File: config.mk
export PLATFORM = sky130hd
export DESIGN_NAME = req_spi_slave
export DESIGN_NICKNAME = d
export VERILOG_FILES = /design/src/rtl/req_spi_pkg.sv /design/src/rtl/req_spi_sync.sv /design/src/rtl/req_spi_ctrl.sv /design/src/rtl/req_spi_shifter.sv /design/src/rtl/req_spi_slave.sv
export SDC_FILE = /design/constraint.sdc
export NUM_CORES = 1
export LEC_CHECK = 0
export ABC_AREA = 1
export BUFFER_PORTS_ARGS = -buffer_cell sky130_fd_sc_hd__buf_4
export CORE_MARGIN = 2
export CORE_UTILIZATION = 59
export CTS_CLUSTER_DIAMETER = 40
export DETAILED_ROUTE_END_ITERATION = 6
export GPL_ROUTABILITY_DRIVEN = 1
export HOLD_SLACK_MARGIN = 0.02
export PLACE_DENSITY = 0.89
export SKIP_CTS_REPAIR_TIMING = 1
export SYNTH_ARGS = -nofsm -noshare
export SYNTH_HDL_FRONTEND = slang
export SYNTH_SLANG_ARGS = --single-unit
File: constraint.sdc
create_clock -name clk -period 3.45 [get_ports clk]
set_input_delay 0.345 -clock clk [delete_from_list [all_inputs] [get_ports clk]]
set_output_delay 0.345 -clock clk [all_outputs]
set_load 0.02 [all_outputs]
File: src/rtl/req_spi_pkg.sv
package req_spi_pkg;

    typedef enum logic [1:0] {
        ST_IDLE  = 2'd0,
        ST_ACQ   = 2'd1,
        ST_XFER  = 2'd2,
        ST_SETUP = 2'd3
    } port_state_t;

    typedef struct packed {
        logic launch;
        logic sample;
    } sck_edges_t;

    function automatic sck_edges_t classify_edges(input logic prev,
                                                  input logic cur,
                                                  input logic idle_high);
        sck_edges_t e;
        logic rise;
        logic fall;
        rise = cur & ~prev;
        fall = prev & ~cur;
        e.launch = idle_high ? fall : rise;
        e.sample = idle_high ? rise : fall;
        return e;
    endfunction

endpackage

File: src/rtl/req_spi_sync.sv
module req_spi_sync #(
    parameter int          STAGES  = 2,
    parameter logic        RST_VAL = 1'b0
) (
    input  logic clk,
    input  logic rst,
    input  logic din,
    output logic dout
);
    logic [STAGES-1:0] chain;

    always_ff @(posedge clk) begin
        if (rst) chain <= {STAGES{RST_VAL}};
        else     chain <= {chain[STAGES-2:0], din};
    end

    assign dout = chain[STAGES-1];
endmodule

File: src/rtl/req_spi_ctrl.sv
module req_spi_ctrl
    import req_spi_pkg::*;
#(
    parameter int REQ_MIN_CYCLES = 30
) (
    input  logic clk,
    input  logic rst,
    input  logic req_s,
    input  logic acq_done,
    input  logic xfer_done,
    output logic acq_start,
    output logic load,
    output logic xfer_active,
    output logic setup_mode
);
    localparam int RC_W = $clog2(REQ_MIN_CYCLES + 1);

    port_state_t     state;
    logic [RC_W-1:0] low_cnt;

    assign load        = (state == ST_ACQ) && acq_done && req_s;
    assign xfer_active = (state == ST_XFER);
    assign setup_mode  = (state == ST_SETUP);

    always_ff @(posedge clk) begin
        if (rst) begin
            state     <= ST_IDLE;
            low_cnt   <= '0;
            acq_start <= 1'b0;
        end else begin
            acq_start <= 1'b0;
            case (state)
                ST_IDLE: begin
                    if (!req_s) begin
                        if (low_cnt == RC_W'(REQ_MIN_CYCLES - 1)) begin
                            acq_start <= 1'b1;
                            low_cnt   <= '0;
                            state     <= ST_ACQ;
                        end else begin
                            low_cnt <= low_cnt + 1'b1;
                        end
                    end else begin
                        low_cnt <= '0;
                    end
                end
                ST_ACQ: begin
                    low_cnt <= '0;
                    if (acq_done) state <= req_s ? ST_XFER : ST_SETUP;
                end
                ST_XFER: begin
                    low_cnt <= '0;
                    if (xfer_done) state <= ST_IDLE;
                end
                default: begin
                    low_cnt <= '0;
                    state   <= ST_SETUP;
                end
            endcase
        end
    end

    // a start pulse follows a low synchronised request
    a_r2_start_needs_req: assert property (@(posedge clk) disable iff (rst)
        acq_start |-> $past(!req_s));

    // setup entry only on completion while the request is held
    a_r4_setup_entry: assert property (@(posedge clk) disable iff (rst)
        $rose(setup_mode) |-> ($past(acq_done) && $past(!req_s)));

    // setup mode is sticky
    a_r4_setup_sticky: assert property (@(posedge clk) disable iff (rst)
        setup_mode |=> setup_mode);

    // data-ready asserts only on an acquisition completion
    a_r3_ready_after_done: assert property (@(posedge clk) disable iff (rst)
        $rose(xfer_active) |-> $past(acq_done));
endmodule

File: src/rtl/req_spi_shifter.sv
module req_spi_shifter
    import req_spi_pkg::*;
#(
    parameter int DATA_W = 16
) (
    input  logic              clk,
    input  logic              rst,
    input  logic              sck_s,
    input  logic              idle_high,
    input  logic              load,
    input  logic [DATA_W-1:0] load_data,
    input  logic              active,
    output logic              sdo_bit,
    output logic              done
);
    localparam int CNT_W = $clog2(DATA_W);

    logic              sck_prev;
    logic [DATA_W-1:0] shreg;
    logic [CNT_W-1:0]  samp_cnt;
    sck_edges_t        ev;

    assign ev      = classify_edges(sck_prev, sck_s, idle_high);
    assign sdo_bit = shreg[DATA_W-1];
    assign done    = active && ev.sample && (samp_cnt == CNT_W'(DATA_W - 1));

    always_ff @(posedge clk) begin
        if (rst) begin
            sck_prev <= 1'b0;
            shreg    <= '0;
            samp_cnt <= '0;
        end else begin
            sck_prev <= sck_s;
            if (load) begin
                shreg    <= load_data;
                samp_cnt <= '0;
            end else if (active) begin
                if (ev.launch && (samp_cnt != '0))
                    shreg <= {shreg[DATA_W-2:0], 1'b0};
                if (ev.sample)
                    samp_cnt <= samp_cnt + 1'b1;
            end
        end
    end

    // the shift register only moves on a load or a launching edge
    a_r7_hold_between_edges: assert property (@(posedge clk) disable iff (rst)
        (!load && !ev.launch) |=> $stable(shreg));
endmodule

File: src/rtl/req_spi_slave.sv
module req_spi_slave
    import req_spi_pkg::*;
#(
    parameter int REQ_MIN_CYCLES = 30,
    parameter int DATA_W         = 16,
    parameter int SYNC_STAGES    = 2
) (
    input  logic              clk,
    input  logic              rst,
    input  logic              req_n,
    input  logic              sck,
    input  logic              sck_idle_high,
    output logic              acq_start,
    input  logic              acq_done,
    input  logic [DATA_W-1:0] acq_data,
    output logic              sdo,
    output logic              sdo_oe,
    output logic              drdy_n,
    output logic              drdy_oe,
    output logic              setup_mode
);
    logic req_s;
    logic sck_s;
    logic load;
    logic xfer_active;
    logic xfer_done;
    logic sdo_bit;

    req_spi_sync #(.STAGES(SYNC_STAGES), .RST_VAL(1'b1)) u_req_sync (
        .clk(clk), .rst(rst), .din(req_n), .dout(req_s)
    );

    req_spi_sync #(.STAGES(SYNC_STAGES), .RST_VAL(1'b0)) u_sck_sync (
        .clk(clk), .rst(rst), .din(sck), .dout(sck_s)
    );

    req_spi_ctrl #(.REQ_MIN_CYCLES(REQ_MIN_CYCLES)) u_ctrl (
        .clk(clk), .rst(rst), .req_s(req_s), .acq_done(acq_done),
        .xfer_done(xfer_done), .acq_start(acq_start), .load(load),
        .xfer_active(xfer_active), .setup_mode(setup_mode)
    );

    req_spi_shifter #(.DATA_W(DATA_W)) u_shift (
        .clk(clk), .rst(rst), .sck_s(sck_s), .idle_high(sck_idle_high),
        .load(load), .load_data(acq_data), .active(xfer_active),
        .sdo_bit(sdo_bit), .done(xfer_done)
    );

    assign drdy_oe = xfer_active;
    assign drdy_n  = ~xfer_active;
    assign sdo_oe  = xfer_active;
    assign sdo     = xfer_active ? sdo_bit : 1'b0;

    // lines are released only at the final sampling edge
    a_r8_release_on_last: assert property (@(posedge clk) disable iff (rst)
        $fell(drdy_oe) |-> $past(xfer_done));

    // nothing is driven in setup mode
    a_r4_float_in_setup: assert property (@(posedge clk) disable iff (rst)
        setup_mode |-> (!sdo_oe && !drdy_oe));
endmodule

# --- Word level (Yosys, flattened, before mapping) ---
# Index checks and enable logic that the tools add are counted.
totals:
  regBits: 33
  in_bits: 22
  out_inout_bits: 6
  wordCells: 53
op_classes:
  n_addsub: 2
  eq_ne: 9
  n_mux: 13
  n_bitwise: 6
  n_reduce_logical: 15
op_table:
  columns: ["cell", "count"]
  rows:
  - ["$mux 16", 3]
  - ["$mux 2", 4]
  - ["$ne 2x2->1 const B", 3]
  - ["$pmux 2 s3", 1]
  - ["$add 5x1->5 const B", 1]
  - ["$eq 5x5->1 const B", 1]
  - ["$logic_and 1x1->1", 5]
  - ["$mux 1", 5]
  - ["$add 4x1->4 const B", 1]
  - ["$eq 2x2->1 const B", 2]
  - ["$eq 4x4->1 const B", 1]
  - ["$not 1->1", 4]
  - ["$reduce_and 2->1", 2]
  - ["$reduce_and 4->1", 1]
  - ["$reduce_bool 2->1", 2]
  - ["$reduce_bool 4->1", 1]
  - ["$reduce_or 4->1", 1]
  - ["$reduce_or 3->1", 1]
  - ["$and 1x1->1", 2]
  - ["$eq 2x1->1 const B", 1]
  - ["$logic_not 2->1", 1]
  - ["$ne 2x1->1 const B", 1]
  - ["$reduce_or 2->1", 1]

# --- Depth between registers and ports, before layout ---
# Gate-level depths: netlist of the first run.
depth:
  ltp_word: 7
  depth_mapped: 9
  depth_no_buf: 8

# --- By module ---
# Synthesis of the first run repeated with hierarchy kept, for this count alone.
unflattened:
  cells_unflattened: 233
  area_unflattened_um2: 1715.4
by_module_without_submodules:
  columns: ["mod", "instances", "cells_each", "area_each_um2", "seq_area_each_um2"]
  rows:
  - ["req_spi_shifter", 1, 163, 1172.4, 420.4]
  - ["req_spi_ctrl", 1, 53, 410.4, 160.2]
  - ["req_spi_sync at u_req_sync", 1, 7, 58.8, 40.0]
  - ["req_spi_sync at u_sck_sync", 1, 6, 55.1, 40.0]
  - ["req_spi_slave", 1, 4, 18.8, 0.0]

# --- Least setup slack after synthesis of the first run ---
# No wires, ideal clock.
synth_path:
  kind: "register to register"
  startpoint: "register u_shift.samp_cnt[0]"
  endpoint: "register u_shift.shreg[3]"
  setup_ns: 0.139
  arrival_time_ns: 1.187
  required_time_ns: 3.311
  setup_slack_ns: 2.124
  stages_incl_launch_ff: 8
  path_buffers: 1
  period_less_slack_ns: 1.326
  path_cell_list: "dfxtp_1 > inv_1 > ha_1 > a21oi_4 > nand2_4 > buf_4 > nand3_1 > a21oi_2"
synth_between:
  elab_chain_cells: 4
synth_rtl:
  columns: ["item", "line_no", "source"]
  rows:
  - ["from (decl)", "req_spi_shifter.sv:20", "logic [CNT_W-1:0] samp_cnt;"]
  - ["from (signal assigned)", "req_spi_shifter.sv:41", "samp_cnt <= samp_cnt + 1'b1;"]
  - ["$reduce_bool 4->1", "req_spi_shifter.sv:38", "if (ev.launch && (samp_cnt != '0))"]
  - ["$logic_and 1x1->1", "req_spi_shifter.sv:38", null]
  - ["$reduce_bool 2->1 (no source line)", null, null]
  - ["$reduce_and 2->1 (no source line)", null, null]
  - ["to (signal assigned)", "req_spi_shifter.sv:35", "shreg <= load_data;"]
  - ["to (signal assigned)", "req_spi_shifter.sv:39", "shreg <= {shreg[DATA_W-2:0], 1'b0};"]
  - ["to (decl)", "req_spi_shifter.sv:19", "logic [DATA_W-1:0] shreg;"]
# Every way passes these cells.
# A chain may end at the register's enable or synchronous reset.

# --- Final worst setup path of the first run ---
layout_path:
  startpoint: "register u_ctrl.state[0]"
  endpoint: "output port drdy_oe"
layout_between:
  elab_chain_cells: 1
layout_rtl:
  columns: ["item", "line_no", "source"]
  rows:
  - ["from (decl)", "req_spi_ctrl.sv:18", "port_state_t state;"]
  - ["from (signal assigned)", "req_spi_ctrl.sv:48", "if (acq_done) state <= req_s ? ST_XFER : ST_SETUP;"]
  - ["$eq 2x2->1", "req_spi_ctrl.sv:22", "assign xfer_active = (state == ST_XFER);"]
  - ["to (decl)", "req_spi_slave.sv:19", "output logic drdy_oe,"]
# Every way passes these cells.

==> results_dict.tcl, run 1 <==
set metrics [dict create \
    status "complete, no violations" \
    synth_fp_nets 248 \
    synthCells 222 \
    cts_tree "done" \
    hold_viol 0 \
    critPathKind "flop to primary output" \
    cts_buffers 5 \
    grt_start_max_net_pins 34 \
    rsz0062_at_grt "false" \
    cts-root-buf "clkbuf_4" \
    tns_ps 0 \
    diodes 0 \
    synth_top_family_by_area "simple AND/OR/NAND/NOR gates" \
    finalCritPeriodShare_pct 45.38 \
    wirelength_um 2972 \
    dpl-instance-area_sq_mm 0.001834 \
    ir_drop_v 0.0003460 \
    worstSkewPairLatency_ps 340 \
    synth_area_sq_mm 0.001673 \
    clkTransAtPathRegs_ps 100 \
    layout.cells.non_filler 279 \
    path_buf_inv 3 \
    ff2ff_setup_slack_ps 2010 \
    cts_sinks 33 \
    power_density_mw_per_mm2 376.5 \
    arrival_ps 1220 \
    first_iter_violations 44 \
    slowest_delay_ps 420 \
    cp.required_ps 3110 \
    die-area_sq_mm 0.003277 \
    grt_pass1_vias 1333 \
    drc_errors 0 \
    path_max_fanout 5 \
    via_per_inst 5.140 \
    initial_utilization_pct 61.19 \
    routabilityCongestion 0.8049 \
    place_ws_ps 2015 \
    fin_crit_ps 1566 \
    setup_viol 0 \
    synth_xor_xnor_area_share_pct 2.094 \
    nets 273 \
    wl_per_cell_um 10.65 \
    postRouteAntennaNets 0 \
    fmax_ghz 0.6387 \
    syn_area_per_cell_sq_um 7.535 \
    cap_violations 0 \
    die_y_um 57.25 \
    power.leakage_uw 0.0008438 \
    setup.worst_path.start_class "flop" \
    dr.pass1.iters 4 \
    row_count 19 \
    max-slew-margin-rel_pct 80.93 \
    drive_gt1_share_pct 26.21 \
    ios 28 \
    antenna_found_initial 0 \
    worst_pin_slew_ps 286.0 \
    overflow 0 \
    crit_family "flip-flops" \
    ys_seq_area_share_pct 39.49 \
    final.setup_skew_ps 10.38 \
    grt_pass1_wl_um 5430 \
    dp_cells 271 \
    synth_compound_area_share_pct 10.55 \
    coreArea_sq_mm 0.002734 \
    portBuffers 27 \
    yosysWarningCount 0 \
    synthMuxAreaShare_pct 0 \
    clockBufferDepth 2 \
    dp_hpwl_um 2137 \
    ys_ff_latch 33 \
    die_x_um 57.25 \
    grt_use_total_pct 21.10 \
    design_area_sq_mm 0.001919 \
    endpoint_kind "primary output" \
    fin_ws_ps 1884 \
    synth.distinct_cells 26 \
    synthToLayoutAreaGrowth_pct 14.73 \
    htree_levels 2 \
    synthAdderAreaFrac_pct 2.992 \
    hold_path.class "input pin to flop" \
    drv_slew 0 \
    dr_total_vias 1434 \
    cp_slowest_cell "dfxtp_1" \
    synth-simple-area-share_pct 35.30 \
    crit_chain "inv_2, nand2_2, inv_1, buf_4" \
]
==> state kept, by name, summed over array words and instances, names as in the netlist <==
signal and cells:
u_ctrl.state 2, u_sck_sync.chain 2, u_req_sync.chain 2, u_shift.sck_prev 1, u_ctrl.low_cnt 5, u_shift.shreg 16, u_shift.samp_cnt 4, u_ctrl.acq_start 1
==> kinds of logic (layout without fill, tap and decap cells) <==
kind of cell / after synthesis / after routing
adders and majority gates: 4 / 4
AOI/OAI and AO/OA: 25 / 25
and+or+nand+nor: 127 / 127
DFF: 33 / 33
xor gates and xnor gates: 4 / 4
buffers and inverters: 29 / 55
==> layout by cell type (no fill, tap or decap), drive strengths merged, types with 2 or more instances in the layout <==
| master | count |
|---|---|
| nand2 | 82 |
| buf | 27 |
| xor2 | 3 |
| dfxtp | 33 |
| nand3 | 24 |
| clkbuf | 7 |
| a21oi | 23 |
| inv | 20 |
| nor2 | 15 |
| nand4 | 2 |
| ha | 4 |
| or2 | 3 |
==> path summary, 6_finish.rpt <==
check / start / end / cells past startpoint
max: u_ctrl.state[0]$_SDFFE_PP0P_ / drdy_oe / 4
min: req_n / u_req_sync.chain[0]$_SDFF_PP1_ / 2
max reg2reg: u_shift.samp_cnt[0]$_SDFFE_PP0P_ / u_shift.shreg[12]$_SDFFE_PP0P_ / 7
min reg2reg: u_sck_sync.chain[0]$_SDFF_PP0_ / u_sck_sync.chain[1]$_SDFF_PP0_ / 2
==> per-stage QoR <==
stage               hold slack (ps)  power [uW]  utilization (%)
floorplan                     388.3       405.0                -
finish                        180.7       722.6            70.21
global route                  179.9       745.3            70.21
detailed placement            402.9       426.4            67.09
global placement              389.7       425.7            67.09
CTS                           175.2       727.3            70.21
==> power by group <==
group | total, uW | leakage [uW] | switching, uW | internal (uW)
sequential | 385 | 0.000267 | 1.40 | 384
clock | 306 | 0.0000455 | 133 | 173
combinational | 32.1 | 0.000532 | 14.3 | 17.8
total | 723 | 0.000844 | 148 | 574
==> metal layers <==
metal  GRT usage, %  wire length [um]  vias to the layer above
met4          6.977                34                        0
met5              0                 0                        -
li1               -                 -                      749
met3          7.710               140                        6
met1          25.29              1365                      646
met2          35.14              1431                       33
==> synth_stat cells <==
cell / instances / share of area (%)
inv_6: 1 / 0.52
inv_1: 18 / 4.0
a21oi_4: 1 / 0.97
buf_4: 4 / 1.8
or2_2: 3 / 1.1
xnor2_1: 1 / 0.52
buf_6: 2 / 1.3
nor2_1: 14 / 3.1
nor2_8: 1 / 1.2
nand2_4: 1 / 0.67
nand3_1: 24 / 7.2
inv_2: 1 / 0.22
nor3_1: 1 / 0.30
a21oi_1: 12 / 3.6
xor2_1: 3 / 1.6
dfxtp_1: 33 / 39
buf_12: 1 / 1.2
buf_1: 2 / 0.45
o211ai_1: 1 / 0.45
nand2_2: 12 / 4.5
nand2_8: 1 / 1.2
ha_1: 4 / 3.0
nand4_1: 2 / 0.75
o21ai_1: 1 / 0.30
a21oi_2: 10 / 5.2
nand2_1: 68 / 15
==> area by class of cell <==
| class | count | area (sq um) |
|---|---|---|
| repair buffers | 27 | 202.7 |
| clock inverters | 1 | 30.03 |
| inverters | 20 | 80.08 |
| well taps | 31 | 38.79 |
| clock buffers | 7 | 55.05 |
| multi-input cells | 160 | 852.1 |
| flip-flops and latches | 33 | 660.6 |
| fillers | 223 | 814.5 |
No activity file was read; power rests on OpenSTA's default activity.
==> run 2: changes to the inputs <==
--- a/config.mk
+++ b/config.mk
@@ -8,12 +8,12 @@
 export ABC_AREA = 1
 export BUFFER_PORTS_ARGS = -buffer_cell sky130_fd_sc_hd__buf_4
 export CORE_MARGIN = 2
-export CORE_UTILIZATION = 59
+export CORE_UTILIZATION = 50
 export CTS_CLUSTER_DIAMETER = 40
 export DETAILED_ROUTE_END_ITERATION = 6
 export GPL_ROUTABILITY_DRIVEN = 1
 export HOLD_SLACK_MARGIN = 0.02
-export PLACE_DENSITY = 0.89
+export PLACE_DENSITY = 0.81
 export SKIP_CTS_REPAIR_TIMING = 1
 export SYNTH_ARGS = -nofsm -noshare
 export SYNTH_HDL_FRONTEND = slang
==> constraint.sdc (replaced) <==
create_clock -name clk -period 1.3 [get_ports clk]
set_input_delay 0.13 -clock clk [delete_from_list [all_inputs] [get_ports clk]]
set_output_delay 0.13 -clock clk [all_outputs]
set_load 0.02 [all_outputs]
==> results_dict.tcl, run 2 (synthesized netlist as in run 1, its figures left out) <==
set metrics [dict create \
    die_x_um 61.84 \
    htree_levels 2 \
    clkTransAtPathRegs_ps 110 \
    dr.pass1.iters 4 \
    cap_violations 0 \
    fin_ws_ps -3.846 \
    failed_checks "negative hold slack, negative setup slack" \
    die_y_um 61.84 \
    final_cell_mix "nand2_1 (51), buf_4 (32), dfxtp_1 (29), nand2_2 (22)" \
    cp.required_ps 1590 \
    nets 291 \
    endpoint_kind "flop" \
    hold_start "sck" \
    synthToLayoutAreaGrowth_pct 41.21 \
    cts_tree "done" \
    status "complete, but fails checks" \
    reg2reg_to "u_shift.shreg[1]$_SDFFE_PP0P_" \
    cts_buffers 5 \
    startpoint "u_shift.samp_cnt[0]$_SDFFE_PP0P_" \
    hold_path.class "input pin to flop" \
    setup_viol 3 \
    via_per_inst 5.151 \
    worstSetupEndpoint "u_shift.shreg[1]$_SDFFE_PP0P_" \
    top_regs "u_shift.shreg x16, u_ctrl.low_cnt x5, u_shift.samp_cnt x4" \
    row_count 21 \
    dp_cells 292 \
    clockBufferDepth 2 \
    grt_pass1_vias 1394 \
    largest_reg_flops 16 \
    grt_busiest_layer "met2" \
    critPathKind "flop to flop" \
    routabilityCongestion 0.7925 \
    dp_hpwl_um 2200 \
    hold_viol 1 \
    final.setup_skew_ps 1.601 \
    wl_per_cell_um 13.83 \
    grt_pass1_wl_um 5513 \
    max-slew-margin-rel_pct 78.23 \
    rsz0062_at_grt "true" \
    overflow 0 \
    first_iter_violations 83 \
    finalCritPeriodShare_pct 100.3 \
    fmax_ghz 0.7670 \
    path_max_fanout 8 \
    hold_slack_ps -13.62 \
    grt_use_total_pct 19.18 \
    arrival_ps 1600 \
    drc_errors 0 \
    portBuffers 27 \
    power.leakage_uw 0.001014 \
    antenna_found_initial 0 \
    cts-root-buf "clkbuf_4" \
    ff2ff_path_depth 7 \
    worst_pin_slew_ps 326.6 \
    layout.cells.non_filler 312 \
    drv_slew 0 \
    use_met1_pct 23.07 \
    worstReg2RegStart "u_shift.samp_cnt[0]$_SDFFE_PP0P_" \
    worstSkewPairLatency_ps 350 \
    mostFrequentLayoutCell "nand2_1" \
    tns_ps -10.15 \
    grt_start_max_net_pins 34 \
    dr_total_vias 1607 \
    use_met2_pct 33.23 \
    coreArea_sq_mm 0.003284 \
    setup.worst_path.start_class "flop" \
    fin_crit_ps 1304 \
    diodes 0 \
    ios 28 \
    power_uw 1965 \
    top_register "u_shift.shreg" \
    cts_sinks 33 \
    wirelength_um 4314 \
    ir_drop_v 0.0006599 \
    power_density_mw_per_mm2 831.9 \
    fill_cells 241 \
    ff2ff_setup_slack_ps -4 \
    initial_utilization_pct 50.93 \
    die-area_sq_mm 0.003824 \
    postRouteAntennaNets 0 \
    use_met3_pct 4.348 \
    drive_gt1_share_pct 45.86 \
]
-- run 2: cell types whose count changed in the layout (fill, tap and decap cells not counted), sizes merged --
cell / previous run / this run
buf: 27 / 38
nand2: 82 / 86
clkbuf: 7 / 8
clkinv: 0 / 1
dlygate4sd3: 0 / 1
-- run 2: final cells by class --
class                      instances  area [sq um]  area share (%)
timing repair inverter             1         11.26          0.4767
clock inverter                     1         30.03           1.271
clock buffer                       7         55.05           2.331
sequential                        33         670.6           28.39
multi-input combinational        164          1079           45.66
inverter                          20         90.09           3.814
timing repair buffer              40         369.1           15.62
tap                               46         57.56           2.436
-- run 2: report_power, final --
part	total, uW	switching (uW)	internal [uW]	leakage [uW]
Sequential	1020	4.06	1010	0.000269
Combinational	101	51.4	50.0	0.000699
Clock	846	387	459	0.0000455
Total	1970	442	1520	0.00101
-- run 2: how the worst min path moves through the flow --
stage / slack [ps] / cells past startpoint / to
floorplan: 230 / 1 / u_req_sync.chain[0]$_SDFF_PP1_
global placement: 310 / 2 / u_req_sync.chain[0]$_SDFF_PP1_
detailed placement: 320 / 2 / u_req_sync.chain[0]$_SDFF_PP1_
CTS: -40 / 2 / u_req_sync.chain[0]$_SDFF_PP1_
global route: -4 / 3 / u_sck_sync.chain[0]$_SDFF_PP0_
finish: -10 / 3 / u_sck_sync.chain[0]$_SDFF_PP0_
-- run 2: worst max-delay path, stage by stage (launching register included) --
cell and delay (ps):
dfxtp_2 350, inv_2 50, ha_4 160, a21oi_4 230
nand2_8 120, nand2_8 130, nand2_4 60, a21oi_2 140
-- run 2: per-stage QoR --
stage / utilization [%] / setup WS [ps] / hold WS [ps] / area (sq um)
CTS: 60.46 / -143.7 / -43.16 / 1986
global route: 71.92 / -81.62 / -4.017 / 2362
global placement: 57.87 / 20.26 / 314.9 / 1901
detailed placement: 57.87 / -38.23 / 317.7 / 1901
floorplan: - / 8.431 / 233.8 / 1675
finish: 71.92 / -3.846 / -13.62 / 2362
-- run 2: routing by layer --
| layer | share of wire (%) | wire (um) | vias up |
|---|---|---|---|
| met1 | 40 | 1732 | 757 |
| met3 | 3.6 | 157 | 10 |
| met2 | 54 | 2344 | 40 |
| met5 | 0 | 0 | - |
| met4 | 1.9 | 80 | 0 |
| li1 | - | - | 800 |
==> run 3: changes to the inputs <==
--- a/config.mk
+++ b/config.mk
@@ -5,15 +5,14 @@
 export SDC_FILE = /design/constraint.sdc
 export NUM_CORES = 1
 export LEC_CHECK = 0
-export ABC_AREA = 1
 export BUFFER_PORTS_ARGS = -buffer_cell sky130_fd_sc_hd__buf_4
 export CORE_MARGIN = 2
-export CORE_UTILIZATION = 50
+export CORE_UTILIZATION = 48
 export CTS_CLUSTER_DIAMETER = 40
 export DETAILED_ROUTE_END_ITERATION = 6
 export GPL_ROUTABILITY_DRIVEN = 1
 export HOLD_SLACK_MARGIN = 0.02
-export PLACE_DENSITY = 0.81
+export PLACE_DENSITY = 0.8
 export SKIP_CTS_REPAIR_TIMING = 1
 export SYNTH_ARGS = -nofsm -noshare
 export SYNTH_HDL_FRONTEND = slang
==> results_dict.tcl, run 3 <==
set metrics [dict create \
    failed_checks "design-rule violations, negative setup slack" \
    endpoint_kind "flop" \
    ys_ff_latch 33 \
    clkTransAtPathRegs_ps 100 \
    ff2ff_setup_slack_ps -380 \
    synth_edf_count 0 \
    die_x_um 58.80 \
    crit_chain "or3b_1, a221o_1, buf_12, mux2i_1, a211oi_1" \
    mostFrequentLayoutCell "buf_4" \
    path_max_fanout 16 \
    nets 217 \
    synth_fp_nets 177 \
    fmax_ghz 0.5952 \
    drc_errors 1 \
    max-slew-margin-rel_pct 77.36 \
    crit_family "compound AO/OA/AOI/OAI gates" \
    ios 28 \
    cts_sinks 33 \
    worstReg2RegStart "u_shift.sck_prev$_SDFF_PP0_" \
    ir_drop_v 0.0006639 \
    ff2ff_path_depth 5 \
    dp_hpwl_um 1973 \
    dr.pass1.iters 6 \
    fill_cells 220 \
    coreArea_sq_mm 0.002805 \
    power_density_mw_per_mm2 935.0 \
    fin_crit_ps 1680 \
    die_y_um 58.80 \
    finalCritPeriodShare_pct 129.2 \
    ys_seq_area_share_pct 45.83 \
    synth_area_leader_cell "dfxtp_1" \
    routabilityCongestion 0.7495 \
    diodes 0 \
    grt_pass1_wl_um 4540 \
    cap_violations 0 \
    ys_top_cells_by_area "dfxtp_1 (46%), mux2i_1 (11%), a211oi_1 (8.9%)" \
    top_register "u_shift.shreg" \
    via_per_inst 5.309 \
    overflow 0 \
    synth.distinct_cells 31 \
    clockBufferDepth 2 \
    synth_top_area_share_pct 45.83 \
    ys_top_cells_by_count "dfxtp_1 (33), nor2_1 (26), a211oi_1 (17)" \
    cp.required_ps 1540 \
    worst_pin_slew_ps 338.6 \
    synth_area_sq_mm 0.001441 \
    arrival_ps 1920 \
    reg2reg_to "u_shift.shreg[3]$_SDFFE_PP0P_" \
    synthCells 151 \
    tns_ps -6262 \
    antenna_found_initial 0 \
    hold_viol 0 \
    grt_start_max_net_pins 26 \
    final_cell_mix "buf_4 (38), dfxtp_1 (29), nor2_1 (26), mux2i_1 (16), a211oi_1 (15)" \
    drive_gt1_share_pct 32.81 \
    hold_path.class "input pin to flop" \
    power_uw 1761 \
    holdPathEnd "u_shift.shreg[0]$_SDFFE_PP0P_" \
    postRouteAntennaNets 0 \
    async_flop_share_pct 0 \
    grt_use_total_pct 17.31 \
    path_buf_inv 1 \
    row_count 19 \
    largest_reg_flops 16 \
    yosysWarningCount 0 \
    syn_area_per_cell_sq_um 9.546 \
    post-synth-top-count-cell "dfxtp_1" \
    cts_buffers 5 \
    cp_slowest_cell "or3b_1" \
    first_iter_violations 24 \
    dr_total_vias 1184 \
    wirelength_um 2839 \
    final.setup_skew_ps 6.741 \
    dp_cells 211 \
    fin_ws_ps -380.2 \
    power.leakage_uw 0.0008533 \
    grt_pass1_vias 1131 \
    setup.worst_path.start_class "flop" \
    htree_levels 2 \
    hold_start "acq_data[0]" \
    layout.cells.non_filler 223 \
    ys.flop_type "dfxtp_1" \
    synthToLayoutAreaGrowth_pct 30.64 \
    cts-root-buf "clkbuf_4" \
    holdPathStages 3 \
    worstSkewPairLatency_ps 330 \
    status "complete, but fails checks" \
    critPathKind "flop to flop" \
    wl_per_cell_um 12.73 \
    top_regs "u_shift.shreg x16, u_ctrl.low_cnt x5, u_shift.samp_cnt x4" \
    setup_viol 22 \
    cts_tree "done" \
    die-area_sq_mm 0.003457 \
    slowest_delay_ps 360 \
    portBuffers 27 \
    drv_slew 0 \
    rsz0062_at_grt "true" \
    place_ws_ps -357.1 \
    initial_utilization_pct 51.38 \
]
[run 3: kinds of logic after synthesis]
logic type	after synthesis	synth area share (%)
multiplexers	16	11.11
AND/OR/NAND/NOR	51	17.36
XOR/XNOR	6	3.646
flip-flops	33	45.83
adder cells (fa/ha/maj)	4	3.472
AO/OA/AOI/OAI	25	12.41
buffers and inverters	16	6.164
[run 3: layout make-up]
type                            instances  area (sq um)  area share, %
Multi-Input combinational cell        102         742.0          39.40
Sequential cell                        33         665.6          35.35
Timing Repair Buffer                   42         337.8          17.94
Clock buffer                            7         65.06          3.455
Tap cell                               31         38.79          2.060
Inverter                                7         28.78          1.528
Clock inverter                          1         5.005         0.2658
[run 3: how the worst max path moves through the flow]
stage / cells after the start / from / endpoint
after floorplan: 6 / u_sck_sync.chain[1]$_SDFF_PP0_ / u_shift.shreg[1]$_SDFFE_PP0P_
after global placement: 5 / u_sck_sync.chain[1]$_SDFF_PP0_ / u_shift.shreg[14]$_SDFFE_PP0P_
after detailed placement: 5 / u_sck_sync.chain[1]$_SDFF_PP0_ / u_shift.shreg[1]$_SDFFE_PP0P_
after CTS: 5 / u_sck_sync.chain[1]$_SDFF_PP0_ / u_shift.shreg[13]$_SDFFE_PP0P_
after global routing: 5 / u_sck_sync.chain[1]$_SDFF_PP0_ / u_shift.shreg[1]$_SDFFE_PP0P_
final: 5 / u_shift.sck_prev$_SDFF_PP0_ / u_shift.shreg[3]$_SDFFE_PP0P_
[run 3: power by group]
group	total, uW	internal [uW]	switching [uW]
clock	652	313	338
sequential	1020	1020	3.85
combinational	87.0	54.0	33.1
total	1760	1390	375
[run 3: worst min-delay path, delay by kind of cell]
kind            cells  cell delay [ps]
simple gates        1               50
compound gates      1               50
buf+inv             1              100
[run 3: through the flow]
stage	instance area [sq um]	hold WS (ps)	util, %
detailed placement	1720	320.6	61.33
global route	1883	30.18	67.13
floorplan	1446	194.2	-
global placement	1720	313.8	61.33
finish	1883	50.09	67.13
CTS	1790	-32.06	63.83
[run 3: per-layer routing]
layer | vias to the layer above | GRT usage, % | routed length [um]
met3 | 7 | 4.615 | 132
li1 | 600 | - | -
met5 | - | 0 | 0
met4 | 0 | 7.792 | 57
met1 | 552 | 19.09 | 1157
met2 | 25 | 30.79 | 1491
